`config.mk`:
```
export PLATFORM = sky130hd
export DESIGN_NAME = spi_eeprom_wr_ctrl
export DESIGN_NICKNAME = d
export VERILOG_FILES = /design/src/rtl/eewr_pkg.sv /design/src/rtl/spi_rx_shifter.sv /design/src/rtl/page_buffer.sv /design/src/rtl/protect_check.sv /design/src/rtl/spi_eeprom_wr_ctrl.sv
export SDC_FILE = /design/constraint.sdc
export NUM_CORES = 1
export LEC_CHECK = 0
export BUFFER_PORTS_ARGS = -buffer_cell sky130_fd_sc_hd__buf_2
export CAP_MARGIN = 5
export CORE_MARGIN = 1
export CORE_UTILIZATION = 62
export DETAILED_ROUTE_END_ITERATION = 10
export MAX_ROUTING_LAYER = met4
export PLACE_DENSITY_LB_ADDON = 0.12
export SLEW_MARGIN = 20
export SYNTH_ARGS = -nofsm -noshare
export SYNTH_HDL_FRONTEND = slang
export SYNTH_SLANG_ARGS = --single-unit
```
`constraint.sdc`:
```
create_clock -name clk -period 2.9 [get_ports clk]
set_clock_uncertainty 0.15 [all_clocks]
set_input_delay 0.435 -clock clk [delete_from_list [all_inputs] [get_ports clk]]
set_output_delay 0.435 -clock clk [all_outputs]
set_load 0.005 [all_outputs]
```
`src/rtl/eewr_pkg.sv`:
```
package eewr_pkg;
    localparam int EE_DATA_W = 8;
    localparam int EE_ADDR_W = EE_DATA_W + 1;
    localparam logic [2:0] OP_TAIL = 3'b010;

    typedef enum logic [2:0] {
        RX_IDLE, RX_OPCODE, RX_ADDR, RX_DATA, RX_SKIP
    } rx_state_t;

    typedef enum logic [1:0] {
        CM_IDLE, CM_ERASE, CM_PROG, CM_HOLD
    } cm_state_t;
endpackage

```
`src/rtl/spi_rx_shifter.sv`:
```
module spi_rx_shifter #(
    parameter int BYTE_W = 8
) (
    input  logic              clk,
    input  logic              rst_n,
    input  logic              cs_n,
    input  logic              sck,
    input  logic              mosi,
    output logic              cs_fall,
    output logic              cs_rise,
    output logic              on_boundary,
    output logic              byte_stb,
    output logic [BYTE_W-1:0] byte_val
);
    localparam int CNT_W = $clog2(BYTE_W);
    localparam logic [CNT_W-1:0] LAST = CNT_W'(BYTE_W - 1);

    logic [2:0]        cs_s, sck_s;
    logic [1:0]        mosi_s;
    logic [CNT_W-1:0]  cnt_q;
    logic [BYTE_W-1:0] sh_q;
    logic              sck_rise;

    always_ff @(posedge clk or negedge rst_n) begin
        if (!rst_n) begin
            cs_s   <= 3'b111;
            sck_s  <= 3'b000;
            mosi_s <= 2'b00;
        end else begin
            cs_s   <= {cs_s[1:0], cs_n};
            sck_s  <= {sck_s[1:0], sck};
            mosi_s <= {mosi_s[0], mosi};
        end
    end

    assign cs_fall     = cs_s[2] & ~cs_s[1];
    assign cs_rise     = ~cs_s[2] & cs_s[1];
    assign sck_rise    = ~sck_s[2] & sck_s[1];
    assign on_boundary = (cnt_q == '0);

    always_ff @(posedge clk or negedge rst_n) begin
        if (!rst_n) begin
            cnt_q    <= '0;
            sh_q     <= '0;
            byte_stb <= 1'b0;
            byte_val <= '0;
        end else begin
            byte_stb <= 1'b0;
            if (cs_s[1]) begin
                cnt_q <= '0;
            end else if (sck_rise) begin
                sh_q  <= {sh_q[BYTE_W-2:0], mosi_s[1]};
                cnt_q <= (cnt_q == LAST) ? '0 : cnt_q + 1'b1;
                if (cnt_q == LAST) begin
                    byte_stb <= 1'b1;
                    byte_val <= {sh_q[BYTE_W-2:0], mosi_s[1]};
                end
            end
        end
    end
endmodule

```
`src/rtl/page_buffer.sv`:
```
module page_buffer #(
    parameter int PAGE_W = 4,
    parameter int DATA_W = 8
) (
    input  logic              clk,
    input  logic              rst_n,
    input  logic              clr,
    input  logic              wr_en,
    input  logic [PAGE_W-1:0] wr_idx,
    input  logic [DATA_W-1:0] wr_data,
    input  logic [PAGE_W-1:0] rd_idx,
    output logic [DATA_W-1:0] rd_data,
    output logic              rd_valid
);
    localparam int SLOTS = 1 << PAGE_W;

    logic [DATA_W-1:0] slot_q [SLOTS];
    logic [SLOTS-1:0]  valid_q;

    always_ff @(posedge clk or negedge rst_n) begin
        if (!rst_n) begin
            valid_q <= '0;
            for (int i = 0; i < SLOTS; i++) slot_q[i] <= '0;
        end else if (clr) begin
            valid_q <= '0;
        end else if (wr_en) begin
            slot_q[wr_idx]  <= wr_data;
            valid_q[wr_idx] <= 1'b1;
        end
    end

    assign rd_data  = slot_q[rd_idx];
    assign rd_valid = valid_q[rd_idx];
endmodule

```
`src/rtl/protect_check.sv`:
```
module protect_check #(
    parameter int ADDR_W = 9
) (
    input  logic [ADDR_W-1:0] addr,
    input  logic [1:0]        bp,
    input  logic              wp_n,
    input  logic              wel,
    input  logic              busy,
    output logic              ok
);
    logic guarded;

    always_comb begin
        unique case (bp)
            2'b00:   guarded = 1'b0;
            2'b01:   guarded = &addr[ADDR_W-1:ADDR_W-2];
            2'b10:   guarded = addr[ADDR_W-1];
            default: guarded = 1'b1;
        endcase
        ok = wel && wp_n && !busy && !guarded;
    end
endmodule

```
`src/rtl/spi_eeprom_wr_ctrl.sv`:
```
module spi_eeprom_wr_ctrl
    import eewr_pkg::*;
#(
    parameter int PAGE_W       = 4,
    parameter int WRITE_CYCLES = 40
) (
    input  logic                 clk,
    input  logic                 rst_n,
    input  logic                 cs_n,
    input  logic                 sck,
    input  logic                 mosi,
    input  logic                 wp_n,
    input  logic [1:0]           bp,
    input  logic                 wel,
    output logic                 wip,
    output logic                 wel_clr,
    output logic                 mem_we,
    output logic [EE_ADDR_W-1:0] mem_addr,
    output logic [EE_DATA_W-1:0] mem_wdata
);
    localparam int TMR_W = (WRITE_CYCLES > 1) ? $clog2(WRITE_CYCLES) : 1;
    localparam logic [PAGE_W-1:0] LAST_IDX = '1;
    localparam logic [TMR_W-1:0]  LAST_TMR = TMR_W'(WRITE_CYCLES - 1);

    rx_state_t rx_st, rx_nx;
    cm_state_t cm_st, cm_nx;

    logic                 cs_fall, cs_rise, on_boundary, byte_stb;
    logic [EE_DATA_W-1:0] byte_val;
    logic [EE_ADDR_W-1:0] addr_q;
    logic [PAGE_W-1:0]    ptr_q, idx_q;
    logic [TMR_W-1:0]     tmr_q;
    logic                 got_q, busy, acc_ok, op_ok, go;
    logic [EE_DATA_W-1:0] buf_rd;
    logic                 buf_valid, buf_clr, buf_wr;

    spi_rx_shifter #(.BYTE_W(EE_DATA_W)) u_rx (
        .clk(clk), .rst_n(rst_n), .cs_n(cs_n), .sck(sck), .mosi(mosi),
        .cs_fall(cs_fall), .cs_rise(cs_rise), .on_boundary(on_boundary),
        .byte_stb(byte_stb), .byte_val(byte_val)
    );

    page_buffer #(.PAGE_W(PAGE_W), .DATA_W(EE_DATA_W)) u_buf (
        .clk(clk), .rst_n(rst_n), .clr(buf_clr), .wr_en(buf_wr),
        .wr_idx(ptr_q), .wr_data(byte_val), .rd_idx(idx_q),
        .rd_data(buf_rd), .rd_valid(buf_valid)
    );

    protect_check #(.ADDR_W(EE_ADDR_W)) u_prot (
        .addr(addr_q), .bp(bp), .wp_n(wp_n), .wel(wel), .busy(busy), .ok(acc_ok)
    );

    assign busy    = (cm_st != CM_IDLE);
    assign op_ok   = (byte_val[7:4] == 4'b0000) && (byte_val[2:0] == OP_TAIL);
    assign go      = (rx_st == RX_DATA) && cs_rise && got_q && on_boundary && acc_ok;
    assign buf_clr = (rx_st == RX_IDLE) && cs_fall && !busy;
    assign buf_wr  = (rx_st == RX_DATA) && byte_stb;

    // state registers
    always_ff @(posedge clk or negedge rst_n) begin
        if (!rst_n) begin
            rx_st <= RX_IDLE;
            cm_st <= CM_IDLE;
        end else begin
            rx_st <= rx_nx;
            cm_st <= cm_nx;
        end
    end

    // receiver transitions
    always_comb begin
        rx_nx = rx_st;
        unique case (rx_st)
            RX_IDLE:   if (cs_fall) rx_nx = busy ? RX_SKIP : RX_OPCODE;
            RX_OPCODE: if (cs_rise) rx_nx = RX_IDLE;
                       else if (byte_stb) rx_nx = op_ok ? RX_ADDR : RX_SKIP;
            RX_ADDR:   if (cs_rise) rx_nx = RX_IDLE;
                       else if (byte_stb) rx_nx = RX_DATA;
            RX_DATA:   if (cs_rise) rx_nx = RX_IDLE;
            RX_SKIP:   if (cs_rise) rx_nx = RX_IDLE;
            default:   rx_nx = RX_IDLE;
        endcase
    end

    // commit transitions
    always_comb begin
        cm_nx = cm_st;
        unique case (cm_st)
            CM_IDLE:  if (go) cm_nx = CM_ERASE;
            CM_ERASE: if (idx_q == LAST_IDX) cm_nx = CM_PROG;
            CM_PROG:  if (idx_q == LAST_IDX) cm_nx = CM_HOLD;
            CM_HOLD:  if (tmr_q == LAST_TMR) cm_nx = CM_IDLE;
            default:  cm_nx = CM_IDLE;
        endcase
    end

    // datapath registers
    always_ff @(posedge clk or negedge rst_n) begin
        if (!rst_n) begin
            addr_q <= '0;
            ptr_q  <= '0;
            got_q  <= 1'b0;
            idx_q  <= '0;
            tmr_q  <= '0;
        end else begin
            if (rx_st == RX_OPCODE && byte_stb)
                addr_q[EE_ADDR_W-1] <= byte_val[3];
            if (rx_st == RX_ADDR && byte_stb) begin
                addr_q[EE_DATA_W-1:0] <= byte_val;
                ptr_q <= byte_val[PAGE_W-1:0];
                got_q <= 1'b0;
            end
            if (buf_wr) begin
                ptr_q <= ptr_q + 1'b1;
                got_q <= 1'b1;
            end
            if (cm_st == CM_ERASE || cm_st == CM_PROG) idx_q <= idx_q + 1'b1;
            else idx_q <= '0;
            if (cm_st == CM_HOLD) tmr_q <= tmr_q + 1'b1;
            else tmr_q <= '0;
        end
    end

    // outputs
    always_comb begin
        wip       = busy;
        wel_clr   = (cm_st == CM_HOLD) && (tmr_q == LAST_TMR);
        mem_we    = (cm_st == CM_ERASE || cm_st == CM_PROG) && buf_valid;
        mem_addr  = {addr_q[EE_ADDR_W-1:PAGE_W], idx_q};
        mem_wdata = (cm_st == CM_PROG) ? buf_rd : '0;
    end
endmodule

```
# Yosys cells after proc, flatten, opt, wreduce, memory -nomap -nowiden
# Cells that the tools add are included.
op_classes:
  n_addsub: 4
  reduce_logical: 36
  muxes: 40
  bitwise_logic: 10
  eq_ne: 21
  n_lt_le_gt_ge: 6
op_table:
  columns: ["operator", "count"]
  rows:
  - ["128-bit bitwise mux", 1]
  - ["3-bit 2-to-1 mux", 11]
  - ["8-bit binary-select mux with 4-bit select", 1]
  - ["8-bit demux with 4-bit select", 1]
  - ["16-bit 2-to-1 mux", 2]
  - ["8-bit 2-to-1 mux", 4]
  - ["1-bit logical AND", 17]
  - ["16-bit bitwise OR", 1]
  - ["4-bit 2-to-1 mux", 3]
  - ["3-bit case mux with 4 select lines", 1]
  - ["5-bit >= comparator (second input constant)", 2]
  - ["4-bit by 5-bit < comparator with 1-bit output (second input constant)", 2]
  - ["2-bit inequality test (second input constant)", 5]
  - ["4-bit inverter with 5-bit output", 2]
  - ["3-bit by 2-bit == test with 1-bit output (second input constant)", 3]
  - ["4-bit by 1-bit adder with 4-bit output (second input constant)", 2]
  - ["2-bit 2-to-1 mux", 4]
  - ["2-bit case mux with 4 select lines", 1]
  - ["4-bit AND reduction", 2]
  - ["2-bit nonzero test", 4]
  - ["1-bit 2-to-1 mux", 7]
  - ["6-bit by 1-bit adder with 6-bit output (second input constant)", 1]
  - ["2-bit == test (second input constant)", 3]
  - ["3-bit == test (second input constant)", 2]
  - ["23 further kinds", 35]
word_totals:
  word_cells: 149
  ff_bits: 200
  output_inout_bits: 20
  input_bits: 9

# Longest topological paths before layout
logic_depth:
  depth_word: 8
  ltp_mapped: 7
  ltp_nobuf: 7

# Cells and area by module
# From an unflattened synthesis, not the netlist that was laid out.
unflattened:
  hier_cells: 624
  area_unflattened_um2: 9311.4
modules_own_cells:
  columns: ["mod", "area_each_um2", "seq_area_each_um2", "cells_per_inst", "instances"]
  rows:
  - ["page_buffer", 6670.1, 3603.5, 415, 1]
  - ["spi_eeprom_wr_ctrl", 1559.0, 725.7, 142, 1]
  - ["spi_rx_shifter", 1051.0, 679.4, 63, 1]
  - ["protect_check", 31.3, 0.0, 4, 1]

# Least setup slack after synthesis
# Ideal clock, no wire load.
synth_timing:
  path_type: "flip-flop to output port"
  start: "reg idx_q[1]"
  end: "out mem_we"
  stages_incl_launch_ff: 5
  slack_ps: 627
  t_required_ps: 2315
  path_buffers: 1
  arrival_ps: 1688
  path_cell_list: "dfrtp_1 buf_2 mux4_2 mux4_2 and2_1"
synth_via:
  elab_chain_len: 3
synth_lines:
  columns: ["item", "line_no", "text"]
  rows:
  - ["start: declaration", "spi_eeprom_wr_ctrl.sv:31", "logic [PAGE_W-1:0] ptr_q, idx_q;"]
  - ["start signal: assignment", "spi_eeprom_wr_ctrl.sv:117", "if (cm_st == CM_ERASE || cm_st == CM_PROG) idx_q <= idx_q + 1'b1;"]
  - ["1-bit binary-select mux with 4-bit select", "page_buffer.sv:33", "assign rd_valid = valid_q[rd_idx];"]
  - ["1-bit 2-to-1 mux (not written as such)", "page_buffer.sv:33", null]
  - ["1-bit logical AND", "spi_eeprom_wr_ctrl.sv:128", "mem_we = (cm_st == CM_ERASE || cm_st == CM_PROG) && buf_valid;"]
  - ["end: declaration", "spi_eeprom_wr_ctrl.sv:17", "output logic mem_we,"]
# No other way between the ends. The select of a mux whose other input is x is not followed.

# Worst setup path in the final report
layout_timing:
  start: "reg idx_q[0]"
  end: "out mem_we"
# The elaborated chain is that of the path after synthesis.

==> flow_results.org <==
** Status
- Result of the run :: finished clean

** Setup path
- CP arrival :: between 2 and 2.5 ns
- Type of the worst setup path :: flip-flop to output port
- In this run the worst path has a maximum fanout of 7.
- Data required time at the worst endpoint :: about 2.3 ns
- The worst setup path is launched from a flip-flop.
- CP Capture Type :: output port

** Timing
- Transition at the pin with the smallest max-transition slack :: roughly 0.73 ns
- Final period utilization :: 98.11%
- Final setup violation count :: 0
- The number of pins exceeding their max-slew limit in the final report was 0.
- After routing, the total negative slack on setup checks comes to 0 ns.
- Peak Freq :: approximately 0.35 GHz
- The worst path needs 2.845 ns of the cycle, external delays included.
- Final worst setup slack :: about 0.055 ns
- The total count of hold-check failures in the final report came to 0.
- Setup repair after global routing left no endpoint under its margin.
- The worst pin sits at a relative slew slack of between 50% and 60%.

** Placed design
- After legalization and detailed placement, the total HPWL measured approximately 12 mm.
- Last weighted congestion value of the routability-driven placer :: about 0.8
- After detailed placement, the total cell area comes to about 0.0092 sq mm.
- Input and output buffers added on the ports amount to 28.
- Before CTS, the worst setup slack after placement is ~0.36 ns.

** GRT
- First-pass GRT wire length :: 30.37 mm
- Overall routing resource usage :: between 20 and 30%
- Vias in the first global route :: between 5000 and 6000
- Largest net degree at the start of global routing :: 87
- Initial antenna violation count :: 0
- Final global-route overflow total :: 0

** Die
- From bottom edge to top edge, the die measures roughly 120 um.
- The floorplan has between 40 and 50 rows.
- The core region is around 0.014 sq mm.
- IO Count :: 29
- Starting utilization of the core area :: roughly 64%
- Area of the die :: around 0.015 sq mm
- The die is approximately 120 um wide.

** Cells and area
- The layout has between 900 and 1000 filler cells.
- From synthesis to final layout, the design area changed by 11.92%.
- NumNets Final :: about 670
- Fraction of final layout cells with drive strength greater than 1 :: 43.25%
- After routing the design area is between 0.01 and 0.015 sq mm.
- Antenna cells :: 0

** Clock network
- Clock Path Buffers :: 2
- Clock tree synthesis selected as its root buffer the cell sky130_fd_sc_hd__clkbuf_16.
- Clock insertion delay at the later pin of the skew report :: 0.44 ns
- The clock tree synthesis step divided the H-tree into 4 levels.
- TritonCTS buffer count :: 17
- Post-CTS clock slew at the launch and capture registers of the worst setup and hold paths :: roughly 0.07 ns
- TritonCTS built the clock tree.
- CTS saw just under 200 sinks.

** Yosys
- Count of different cell masters after synthesis :: 43
- Number of storage elements in the synthesis netlist :: 196
- Main flop type after synthesis :: sky130_fd_sc_hd__dfrtp_1
- A synthesized cell averages 14.43 sq um.
- Fraction of registers with async set/reset :: 100.0%
- Number of warnings printed during yosys synthesis :: 0
- Area of the mapped netlist :: between 0.008 and 0.009 sq mm
- Cells after synthesis :: 620
- After synthesis, flip-flops and latches occupy a little over half of the total area.
- Counting flops with a built-in enable in the synthesized netlist gives 0.
- Synthesized Nets :: about 640

** Detailed routing
- In the final routed layout, each cell accounts on average for between 20 and 25 um.
- Total iterations of the first detailed-routing run :: 5
- DR vias/cell :: around 6.2
- Residual DRC count :: 0
- The final route contains around 5200 vias.
- For this block, the routed nets add up to 19.37 mm of wire.
- Number of routed nets with antenna violations :: 0
- Detailed router's first-iteration violation count :: ~350

** Pwr
- Net Sw Frac :: 21.50%
- Summed over all cells, the static leakage comes to ~5 nW.
- Maximum vdd ir drop :: 0.6521 mV
- Summed over all nets, the switching power comes to between 1 and 1.5 mW.
- Final total power :: roughly 5.6 mW
- In this run the power density over the cells is 558.7 mW/mm^2.
- The internal portion of the total power is between 4 and 5 mW.
- Logic gate share of total power :: approximately 2.8%
- Clock network fraction of total power :: 46.5%
- Part of the total power dissipated in sequential elements :: between 50% and 60%

** Worst hold path
- The min-delay analysis places its worst path in the category flip-flop to flip-flop.

** Flow run
- MaxCap Viol Count :: 0
## power by group through the flow
stage	registers (mW)	logic [mW]	clock network (mW)
after floorplan	2.86	0.0995	0
after global placement	2.88	0.146	0
after detailed placement	2.89	0.158	0
after CTS	2.83	0.162	2.63
after global routing	2.84	0.180	2.74
final	2.84	0.157	2.60
## area by class of cell
type | count | area (sq um) | share of cell area (%)
Inverter | 9 | 33.78 | 0.3375
Sequential cell | 196 | 4913 | 49.08
Multi-Input combinational cell | 373 | 3789 | 37.85
Timing Repair Buffer | 49 | 396.6 | 3.962
Clock buffer | 17 | 425.4 | 4.249
Tap cell | 180 | 225.2 | 2.250
Clock inverter | 15 | 227.7 | 2.275
## synthesized netlist by cell type (4+ instances only)
cell	number	share of area (%)
sky130_fd_sc_hd__dfrtp_1	193	54
sky130_fd_sc_hd__mux2_2	147	19
sky130_fd_sc_hd__nand2_1	43	1.8
sky130_fd_sc_hd__mux4_2	37	9.3
sky130_fd_sc_hd__clkbuf_1	19	0.80
sky130_fd_sc_hd__mux2i_1	19	2.1
sky130_fd_sc_hd__nor2_1	18	0.76
sky130_fd_sc_hd__ha_1	14	2.0
sky130_fd_sc_hd__o22ai_1	10	0.70
sky130_fd_sc_hd__inv_1	9	0.38
sky130_fd_sc_hd__nand2_4	9	1.1
sky130_fd_sc_hd__buf_2	8	0.45
sky130_fd_sc_hd__o21ai_0	8	0.45
sky130_fd_sc_hd__nand3_1	7	0.39
sky130_fd_sc_hd__and2_1	6	0.42
sky130_fd_sc_hd__buf_1	6	0.25
sky130_fd_sc_hd__and3_1	5	0.35
sky130_fd_sc_hd__buf_6	5	0.63
sky130_fd_sc_hd__a21oi_1	4	0.22
sky130_fd_sc_hd__buf_4	4	0.34
sky130_fd_sc_hd__nand4_1	4	0.28
sky130_fd_sc_hd__nor2b_1	4	0.28
## repair_timing
action	4_1_cts	5_1_grt
endpoints found under the hold margin	82	0
hold buffers	4	0
setup endpoints to repair	8	2
resized for setup	3	2
buffers inserted	3	2
gates cloned	0	2
## cell families after synthesis
group / after synthesis / share of synthesized area [%]
mux: 205 / 30.20
flops: 196 / 54.87
simple gates: 117 / 7.372
buf+inv: 51 / 2.840
compound gates: 31 / 2.168
fa+ha+maj: 14 / 1.958
xor+xnor: 6 / 0.5876
## state kept, by name (all words and copies together) (netlist names)
name           cells
u_buf.slot_q     128
u_buf.valid_q     16
u_rx.byte_val      8
u_rx.sh_q          7
tmr_q              6
addr_q             5
idx_q              4
ptr_q              4
rx_st              3
u_rx.cnt_q         3
u_rx.cs_s          3
u_rx.sck_s         3
cm_st              2
u_rx.mosi_s        2
got_q              1
u_rx.byte_stb      1
## per-stage QoR
stage | instances | util, % | hold WS, ns
2_1_floorplan | 620 | - | -0.01059
3_3_place_gp | 796 | 65.86 | 0.1835
3_5_place_dp | 796 | 65.86 | 0.1955
4_1_cts | 835 | 71.06 | 0.2107
5_1_grt | 839 | 71.57 | 0.2166
6_report | 839 | 71.57 | 0.2089
## critical path: stages (launching register included)
cell,delay [ns]
sky130_fd_sc_hd__dfrtp_4,0.53
sky130_fd_sc_hd__mux4_2,0.53
sky130_fd_sc_hd__mux4_2,0.48
sky130_fd_sc_hd__and2_4,0.16
sky130_fd_sc_hd__buf_2,0.12
## layer usage
layer / track usage, % / vias to the layer above / wire length [um]
li1: - / 2286 / -
met1: 39.63 / 2790 / 8525
met2: 45.52 / 127 / 9655
met3: 5.478 / 31 / 858
met4: 8.613 / 0 / 329
met5: - / - / 0
## path summary, 6_finish.rpt
kind	start	to	slack, ns	cells after the start
setup / recovery	idx_q[0]$_DFF_PN0_	mem_we	0.05	4
min in group asynchronous	rst_n	tmr_q[4]$_DFF_PN0_	0.44	2
hold / removal	u_rx.mosi_s[0]$_DFF_PN0_	u_rx.mosi_s[1]$_DFF_PN0_	0.21	0
max in group asynchronous	rst_n	u_buf.slot_q[38]$_DFFE_PN0P_	1.30	3
setup reg to reg	rx_st[2]$_DFFE_PN0P_	u_buf.slot_q[19]$_DFFE_PN0P_	0.56	4
hold reg to reg	u_rx.mosi_s[0]$_DFF_PN0_	u_rx.mosi_s[1]$_DFF_PN0_	0.21	0
## layout by cell type (no fill, tap or decap), drive strengths merged, types with 4 or more instances in the layout
master,n
nand2,55
ha,14
nand4,4
o21ai,8
nand3,11
nor2b,4
dfrtp,193
mux2i,19
dlygate4sd3,4
mux2,149
inv,12
and3,5
and2,6
buf,42
a21oi,4
mux4,37
clkbuf,20
bufinv,5
clkinvlp,5
o22ai,10
nor2,19
(Power assumes the default switching activity.)
